<file path="src/rtl/irq_msg_pkg.sv">
package irq_msg_pkg;
  localparam int unsigned REG_AW = 12;
  localparam logic [REG_AW-1:0] OFS_MSG   = 12'h004;
  localparam logic [REG_AW-1:0] OFS_REQ   = 12'h00C;
  localparam logic [REG_AW-1:0] OFS_MASK  = 12'h018;
  localparam logic [REG_AW-1:0] OFS_PEND  = 12'h01C;
  localparam logic [REG_AW-1:0] OFS_LEVEL = 12'h028;
endpackage

</file>
<file path="src/rtl/irq_sync.sv">
module irq_sync #(
  parameter int unsigned W = 11
) (
  input  logic         clk,
  input  logic         rst_n,
  input  logic [W-1:0] raw,
  output logic [W-1:0] lvl,
  output logic [W-1:0] chg
);
  for (genvar i = 0; i < W; i++) begin : g_bit
    logic s1, s2, prev;
    always_ff @(posedge clk or negedge rst_n) begin
      if (!rst_n) begin
        s1   <= 1'b0;
        s2   <= 1'b0;
        prev <= 1'b0;
      end else begin
        s1   <= raw[i];
        s2   <= s1;
        prev <= s2;
      end
    end
    assign lvl[i] = s2;
    assign chg[i] = s2 ^ prev;
  end
endmodule

</file>
<file path="src/rtl/irq_regs.sv">
module irq_regs
  import irq_msg_pkg::*;
#(
  parameter int unsigned W    = 11,
  parameter logic [W-1:0] IMPL = 11'h5FF,
  parameter int unsigned DW   = 32
) (
  input  logic              clk,
  input  logic              rst_n,
  input  logic [W-1:0]      chg,
  input  logic [W-1:0]      lvl,
  input  logic              hst_sel,
  input  logic              hst_wr,
  input  logic [REG_AW-1:0] hst_addr,
  input  logic [DW-1:0]     hst_wdata,
  output logic [DW-1:0]     hst_rdata,
  output logic [W-1:0]      evt,
  output logic [W-1:0]      req_q,
  output logic [DW-1:0]     msg_word
);
  localparam int unsigned PADW = DW - W;

  logic [W-1:0] mask_q, pend_q, chg_i;
  logic         rd, wr;

  assign rd    = hst_sel && !hst_wr;
  assign wr    = hst_sel && hst_wr;
  assign chg_i = chg & IMPL;
  assign evt   = chg_i & mask_q;

  always_ff @(posedge clk or negedge rst_n) begin
    if (!rst_n) begin
      mask_q   <= '0;
      msg_word <= '0;
      req_q    <= '0;
      pend_q   <= '0;
    end else begin
      if (wr && hst_addr == OFS_MASK) mask_q <= hst_wdata[W-1:0] & IMPL;
      if (wr && hst_addr == OFS_MSG)  msg_word <= hst_wdata;
      // new events win over a same-cycle clearing read
      req_q  <= ((rd && hst_addr == OFS_REQ)  ? '0 : req_q)  | evt;
      pend_q <= ((rd && hst_addr == OFS_PEND) ? '0 : pend_q) | chg_i;
    end
  end

  always_comb begin
    hst_rdata = '0;
    case (hst_addr)
      OFS_MSG:   hst_rdata = msg_word;
      OFS_REQ:   hst_rdata = {{PADW{1'b0}}, req_q};
      OFS_MASK:  hst_rdata = {{PADW{1'b0}}, mask_q};
      OFS_PEND:  hst_rdata = {{PADW{1'b0}}, pend_q};
      OFS_LEVEL: hst_rdata = {{PADW{1'b0}}, lvl & IMPL};
      default:   hst_rdata = '0;
    endcase
  end
endmodule

</file>
<file path="src/rtl/irq_msg_tx.sv">
module irq_msg_tx #(
  parameter int unsigned DW  = 32,
  parameter int unsigned MDW = 8
) (
  input  logic              clk,
  input  logic              rst_n,
  input  logic              fire,
  input  logic [DW-1:0]     msg_word,
  input  logic              out_ready,
  output logic              out_valid,
  output logic [DW-MDW-1:0] out_addr,
  output logic [MDW-1:0]    out_data
);
  always_ff @(posedge clk or negedge rst_n) begin
    if (!rst_n) begin
      out_valid <= 1'b0;
      out_addr  <= '0;
      out_data  <= '0;
    end else if (!out_valid) begin
      if (fire) begin
        out_valid <= 1'b1;
        out_addr  <= msg_word[DW-1:MDW];
        out_data  <= msg_word[MDW-1:0];
      end
    end else if (out_ready) begin
      out_valid <= 1'b0;
    end
  end
endmodule

</file>
<file path="src/rtl/irq_msg_agg.sv">
module irq_msg_agg
  import irq_msg_pkg::*;
#(
  parameter int unsigned  NIRQ  = 11,
  parameter logic [NIRQ-1:0] IMPL = 11'h5FF,
  parameter int unsigned  DW    = 32,
  parameter int unsigned  MDW   = 8
) (
  input  logic              clk,
  input  logic              rst_n,
  input  logic [NIRQ-1:0]   irq_in,
  input  logic              hst_sel,
  input  logic              hst_wr,
  input  logic [REG_AW-1:0] hst_addr,
  input  logic [DW-1:0]     hst_wdata,
  output logic [DW-1:0]     hst_rdata,
  output logic              msg_valid,
  input  logic              msg_ready,
  output logic [DW-MDW-1:0] msg_addr,
  output logic [MDW-1:0]    msg_data
);
  logic [NIRQ-1:0] lvl, chg, evt, req_q;
  logic [DW-1:0]   msg_word;

  irq_sync #(.W(NIRQ)) u_sync (
    .clk(clk), .rst_n(rst_n), .raw(irq_in), .lvl(lvl), .chg(chg)
  );

  irq_regs #(.W(NIRQ), .IMPL(IMPL), .DW(DW)) u_regs (
    .clk(clk), .rst_n(rst_n), .chg(chg), .lvl(lvl),
    .hst_sel(hst_sel), .hst_wr(hst_wr), .hst_addr(hst_addr),
    .hst_wdata(hst_wdata), .hst_rdata(hst_rdata),
    .evt(evt), .req_q(req_q), .msg_word(msg_word)
  );

  irq_msg_tx #(.DW(DW), .MDW(MDW)) u_tx (
    .clk(clk), .rst_n(rst_n), .fire(|evt), .msg_word(msg_word),
    .out_ready(msg_ready), .out_valid(msg_valid),
    .out_addr(msg_addr), .out_data(msg_data)
  );
endmodule

</file>
<file path="config.mk">
export PLATFORM = sky130hd
export DESIGN_NAME = irq_msg_agg
export DESIGN_NICKNAME = d
export VERILOG_FILES = /design/src/rtl/irq_msg_pkg.sv /design/src/rtl/irq_sync.sv /design/src/rtl/irq_regs.sv /design/src/rtl/irq_msg_tx.sv /design/src/rtl/irq_msg_agg.sv
export SDC_FILE = /design/constraint.sdc
export NUM_CORES = 1
export LEC_CHECK = 0
export BUFFER_PORTS_ARGS = -buffer_cell sky130_fd_sc_hd__buf_2
export CORE_MARGIN = 2
export CORE_UTILIZATION = 53
export DETAILED_ROUTE_END_ITERATION = 10
export GPL_ROUTABILITY_DRIVEN = 0
export PLACE_DENSITY = 0.86
export SLEW_MARGIN = 20
export SYNTH_ARGS = -nofsm -noshare
export SYNTH_HDL_FRONTEND = slang
export SYNTH_SLANG_ARGS = --single-unit
export TNS_END_PERCENT = 1
</file>
<file path="constraint.sdc">
create_clock -name clk -period 2.69 [get_ports clk]
set_clock_uncertainty 0.1 [all_clocks]
set_input_delay 0.269 -clock clk [delete_from_list [all_inputs] [get_ports clk]]
set_output_delay 0.269 -clock clk [all_outputs]
set_load 0.05 [all_outputs]
</file>
Word level (Yosys, flattened, before mapping)

Cells that the tools add are included.

Add/sub/neg operators: 0
Multiply operators: 0
Divide/modulo/power cells: 0
Magnitude comparators: 0
Equality and inequality tests: 5
Shifts and indexed selects: 0
Multiplexer cells: 6
Bitwise gates (word level): 14
Reductions and logical operators: 9

Operator list:

| operator            | count |
|---|---|
| $pmux 32 s5         | 1 |
| $eq 12x5->1 const B | 2 |
| $mux 11             | 2 |
| $or 11x11->11       | 2 |
| $eq 12x3->1 const B | 1 |
| $eq 12x4->1 const B | 1 |
| $eq 12x6->1 const B | 1 |
| $and 11x11->11      | 1 |
| $reduce_or 11->1    | 1 |
| $xor 1x1->1         | 10 |
| $logic_and 1x1->1   | 6 |
| $mux 1              | 3 |
| $reduce_and 2->1    | 1 |
| $logic_not 1->1     | 1 |
| $not 1->1           | 1 |

Flip-flop bits (word level): 127
Bits in latches: 0
Bits in writable memories: 0
ROM bits: 0
Bits of input ports: 60
Output and inout port bits: 65
Logic and storage cells: 71
Memories: 0

Depth between registers and ports, before layout

Depth after elaboration: 5
Depth in mapped cells: 7
Gate-level depth less buffers: 5

Cells and area by module

Synthesis repeated with hierarchy kept, for this count alone.

Cells, all modules: 375
Area, all modules: 5,450.2 µm²

Modules (own cells, without submodules):

| module      | instances | cells an instance | area an instance (µm²) | seq. area each (µm²) |
|---|---|---|---|---|
| irq_regs    | 1         | 244               | 3,037.9                | 1,551.5 |
| irq_msg_tx  | 1         | 72                | 1,385.1                | 825.8 |
| irq_sync    | 1         | 55                | 1,004.7                | 825.8 |
| irq_msg_agg | 1         | 4                 | 22.5                   | 0.0 |

Worst setup path after synthesis

OpenSTA, ideal clock, no wires.

Kind: input -> output
Start: input port hst_addr[3]
End: output port hst_rdata[0]
Data arrival time: 1,698 ps
Required time: 2,321 ps
Slack: 623 ps
Stages: 4
Buffers on the path: 1
Path through: nor4b_2 -> clkbuf_1 -> a222oi_1 -> nor2_1

Word-level cells in the longest chain between the ends: 2

RTL lines:

| what                                | RTL line          | source |
|---|---|---|
| start: declaration                  | irq_msg_agg.sv:14 | `input logic [REG_AW-1:0] hst_addr,` |
| $eq 12x6->1 (tied with other cells) | irq_regs.sv:48    | `case (hst_addr)` |
| $pmux 32 s5 *                       | irq_regs.sv:48    |  |
| end: declaration                    | irq_msg_agg.sv:16 | `output logic [DW-1:0] hst_rdata,` |

Mark *: on every way between the ends. The rest lies on a longest branch, timed or not.

Final worst setup path

Start: register u_regs.mask_q[1]
End: output port hst_rdata[1]

Word-level cells in the longest chain between the ends: 1

RTL lines:

| what                     | RTL line       | source |
|---|---|---|
| start: declaration       | irq_regs.sv:23 | `logic [W-1:0] mask_q, pend_q, chg_i;` |
| start signal: assignment | irq_regs.sv:38 | `if (wr && hst_addr == OFS_MASK) mask_q <= hst_wdata[W-1:0] & IMPL;` |
| $pmux 32 s5              | irq_regs.sv:48 |  |

No other way between the ends.

==> impl_metrics.toml <==
[run_status]
outcome = "finished clean"

[worst_setup_path]
critical_path.top_delay_family = "flip-flops"
startpoint_class = "flop"
arrival_ns = 1.98
slowest_delay_ns = 0.45
worst_setup_path_end_kind = "primary output"
r2r.worst_path.cells = 6
timing.critical_path.fanout_max = 4
critical_path_buf_inv_count = 1
worstSetupPathType = "reg -> out"
crit_slowest_cell = "sky130_fd_sc_hd__dfrtp_1"
path_cells = "mux2_2 > a222oi_1 > nor2_1 > buf_2"
crit_cells = 4
regToRegSetupSlack_ns = 0.39
cp_data_required_time_ns = 2.32

[drt]
postRouteWirelength_mm = 12.3
drc = 0
initialDrtViolationCount = 352
routed_via_density = 5.41
detailedRoute.firstPassIterationCount = 7
via_count = 3662
routed_wire_length_per_instance_um = 18.2
route.antenna.remaining_nets = 0

[grt]
total_congestion_overflow = 0
wire_length_of_the_first_global_routing_pass_mm = 19.2
number_of_global_route_vias_before_repair = 3753
grt_start_max_net_pins = 84
gr-usage-all-layers_pct = 24.4
antenna_found_initial = 0

[synth]
synth-edff-count = 0
synth_area_um2 = 5140
ys_async_sr_fraction_pct = 100
synth_seq_cells = 125
synth_top_area_share_pct = 60.9
synthesis.area_per_instance_um2 = 14.5
net_count_of_the_mapped_netlist = 415
synthDistinctLibCells = 30
ys_dominant_reg_cell = "sky130_fd_sc_hd__dfrtp_1"
synthDominantAreaCellType = "sky130_fd_sc_hd__dfrtp_1"
yosys.cell_count.top_type = "sky130_fd_sc_hd__dfrtp_1"
ys_top_cells_by_count = "sky130_fd_sc_hd__dfrtp_1 (125), sky130_fd_sc_hd__mux2_2 (41), sky130_fd_sc_hd__mux2_4 (40)"
synthesized_netlist_cell_count = 355
synth-seq-area-share_pct = 60.9
synth.area.top_cells = "sky130_fd_sc_hd__dfrtp_1 (61%), sky130_fd_sc_hd__mux2_4 (12%), sky130_fd_sc_hd__mux2_2 (9.0%), sky130_fd_sc_hd__and2_1 (2.7%), sky130_fd_sc_hd__a222oi_1 (1.9%)"
ys_warn_count = 0

[final_layout]
syn2layout_area_growth_pct = 35.6
antenna_cells_inserted = 0
final_area_um2 = 6960
post_route_cells_drive_above_1_share_pct = 46.0
nNetsFinal = 595
layoutNonFillerInstCount = 677

[floorplan]
dieArea_um2 = 10500
dieHeight_um = 102
dieWidth_um = 102
coreArea_um2 = 9330
floorplan.io_pins = 125
row_count = 35
initial_utilization_pct = 55.1

[clocking]
post_cts_resize_count = 0
tritoncts_clock_tree = "done"
ctsLongestPathBuffers = 2
clk_pin_slew_ns = 0.06
clk_latency_ns = 0.51
root_buffer = "sky130_fd_sc_hd__clkbuf_8"
post-cts-setup-buffers = 0
post_cts_hold_buffer_count = 44
clock_sink_count = 125
cts_htree_levels = 4
cts-buffers-inserted = 17

[sta]
finalSetupViolations = 0
drv_slew = 0
clock.fmax_mhz = 426
rsz0062_at_grt = "no"
max_slew.worst_pin.slew_ns = 0.717
finalSetupTns_ns = 0
final_period_minus_worst_setup_slack_ns = 2.35
slew_headroom_pct = 52.0
period_share_pct = 87.4
final_hold_viol_count = 0

[placement]
numPortBuffers = 123
postPlaceCellArea_um2 = 5930
hpwlAfterDp_mm = 7.61
placed_cells_incl_taps = 601

[run]
cap_violations = 0

[power_and_ir_drop]
irDropWorstVdd_mv = 0.450
power.leakage_nw = 3.65
power_density_nw_per_um2 = 636

[min_path]
hp-class = "in -> async"
-- area by class of cell --
cell class	count	area, um2
multi-input combinational	200	1860
tap	129	161
sequential	125	3130
inverter	12	45.0
fill	559	2360
timing repair buffer	179	1170
clock buffer	20	455
clock inverter	12	138
-- sequential cells by signal, indices dropped and copies added, names as in the netlist --
| signal | count |
|---|---|
| u_regs.mask_q | 10 |
| u_regs.msg_word | 32 |
| u_regs.pend_q | 10 |
| u_regs.req_q | 10 |
| u_sync.g_bit.prev | 10 |
| u_sync.g_bit.s1 | 10 |
| u_sync.g_bit.s2 | 10 |
| u_tx.out_addr | 24 |
| u_tx.out_data | 8 |
| u_tx.out_valid | 1 |
-- path summary, 6_finish.rpt --
kind | start | end
max in group asynchronous | rst_n | u_regs.mask_q[10]
hold reg to reg | u_sync.g_bit[7].s1 | u_sync.g_bit[7].s2
min in group clk | hst_addr[5] | u_regs.req_q[6]
setup reg to reg | u_sync.g_bit[2].s2 | u_tx.out_addr[15]
setup / recovery | u_regs.mask_q[1] | hst_rdata[1]
hold / removal | rst_n | u_sync.g_bit[7].s1
-- worst reg2reg max path: stages (launching register included) --
cell and delay, ns:
sky130_fd_sc_hd__dfrtp_1 0.40, sky130_fd_sc_hd__xor2_1 0.27, sky130_fd_sc_hd__a22oi_1 0.14, sky130_fd_sc_hd__nand4_1 0.16
sky130_fd_sc_hd__o21ba_2 0.42, sky130_fd_sc_hd__buf_4 0.30, sky130_fd_sc_hd__mux2_2 0.38
-- routing by layer --
| metal | vias up | GRT usage, % | part of all wire [%] |
|---|---|---|---|
| li1 | 1615 | - | - |
| met1 | 1814 | 30.6 | 41 |
| met2 | 191 | 40.2 | 50 |
| met3 | 42 | 5.20 | 5.6 |
| met4 | 0 | 12.2 | 3.1 |
| met5 | - | 0 | 0 |
-- power breakdown --
| group | internal [W] | leakage [nW] | switching (W) |
|---|---|---|---|
| Clock | 0.00140 | 0.276 | 0.000840 |
| Combinational | 0.000124 | 1.80 | 0.000133 |
| Sequential | 0.00191 | 1.57 | 0.0000210 |
| Total | 0.00343 | 3.65 | 0.000994 |
-- kinds of logic after synthesis --
| family | share of synthesized area [%] |
|---|---|
| xor gates and xnor gates | 1.70 |
| and+or+nand+nor | 6.53 |
| AOI/OAI and AO/OA | 6.67 |
| DFF | 60.9 |
| buffers and inverters | 2.87 |
| muxes | 21.3 |
-- cells in the final DEF (no fill, tap or decap), types with 2 or more instances in the layout --
cell                            synthesis  layout
sky130_fd_sc_hd__clkinvlp_4             0       5
sky130_fd_sc_hd__xor2_1                10      10
sky130_fd_sc_hd__nand2_1               13      13
sky130_fd_sc_hd__a22oi_1                2       2
sky130_fd_sc_hd__a22o_1                10      10
sky130_fd_sc_hd__inv_1                 11      11
sky130_fd_sc_hd__buf_12                 0       2
sky130_fd_sc_hd__mux2_4                40      40
sky130_fd_sc_hd__nor2_1                12      12
sky130_fd_sc_hd__nor4_1                 3       3
sky130_fd_sc_hd__mux2_1                 3       3
sky130_fd_sc_hd__buf_4                  0      11
sky130_fd_sc_hd__buf_2                  4     122
sky130_fd_sc_hd__nor2b_1                3       3
sky130_fd_sc_hd__clkbuf_16              0      16
sky130_fd_sc_hd__bufinv_16              0       2
sky130_fd_sc_hd__and2_1                22      22
sky130_fd_sc_hd__nand4_1                2       2
sky130_fd_sc_hd__dlygate4sd3_1          0      44
sky130_fd_sc_hd__mux2_2                41      41
sky130_fd_sc_hd__clkinv_4               0       3
sky130_fd_sc_hd__o21ai_0               10      10
sky130_fd_sc_hd__dfrtp_1              125     125
sky130_fd_sc_hd__a21o_1                10      10
sky130_fd_sc_hd__clkbuf_8               0       4
sky130_fd_sc_hd__a222oi_1              10      10
-- through the flow --
step | total power (W) | hold WS (ns) | utilization, % | worst slack (ns)
floorplan | 0.00205 | -0.127 | - | 0.623
CTS | 0.00444 | 0.185 | 74.7 | 0.393
global placement | 0.00216 | 0.178 | 63.6 | 0.346
global route | 0.00456 | 0.205 | 74.7 | 0.277
finish | 0.00443 | 0.197 | 74.7 | 0.340
detailed placement | 0.00217 | 0.199 | 63.6 | 0.301
Power figures use the tool's default switching activity.
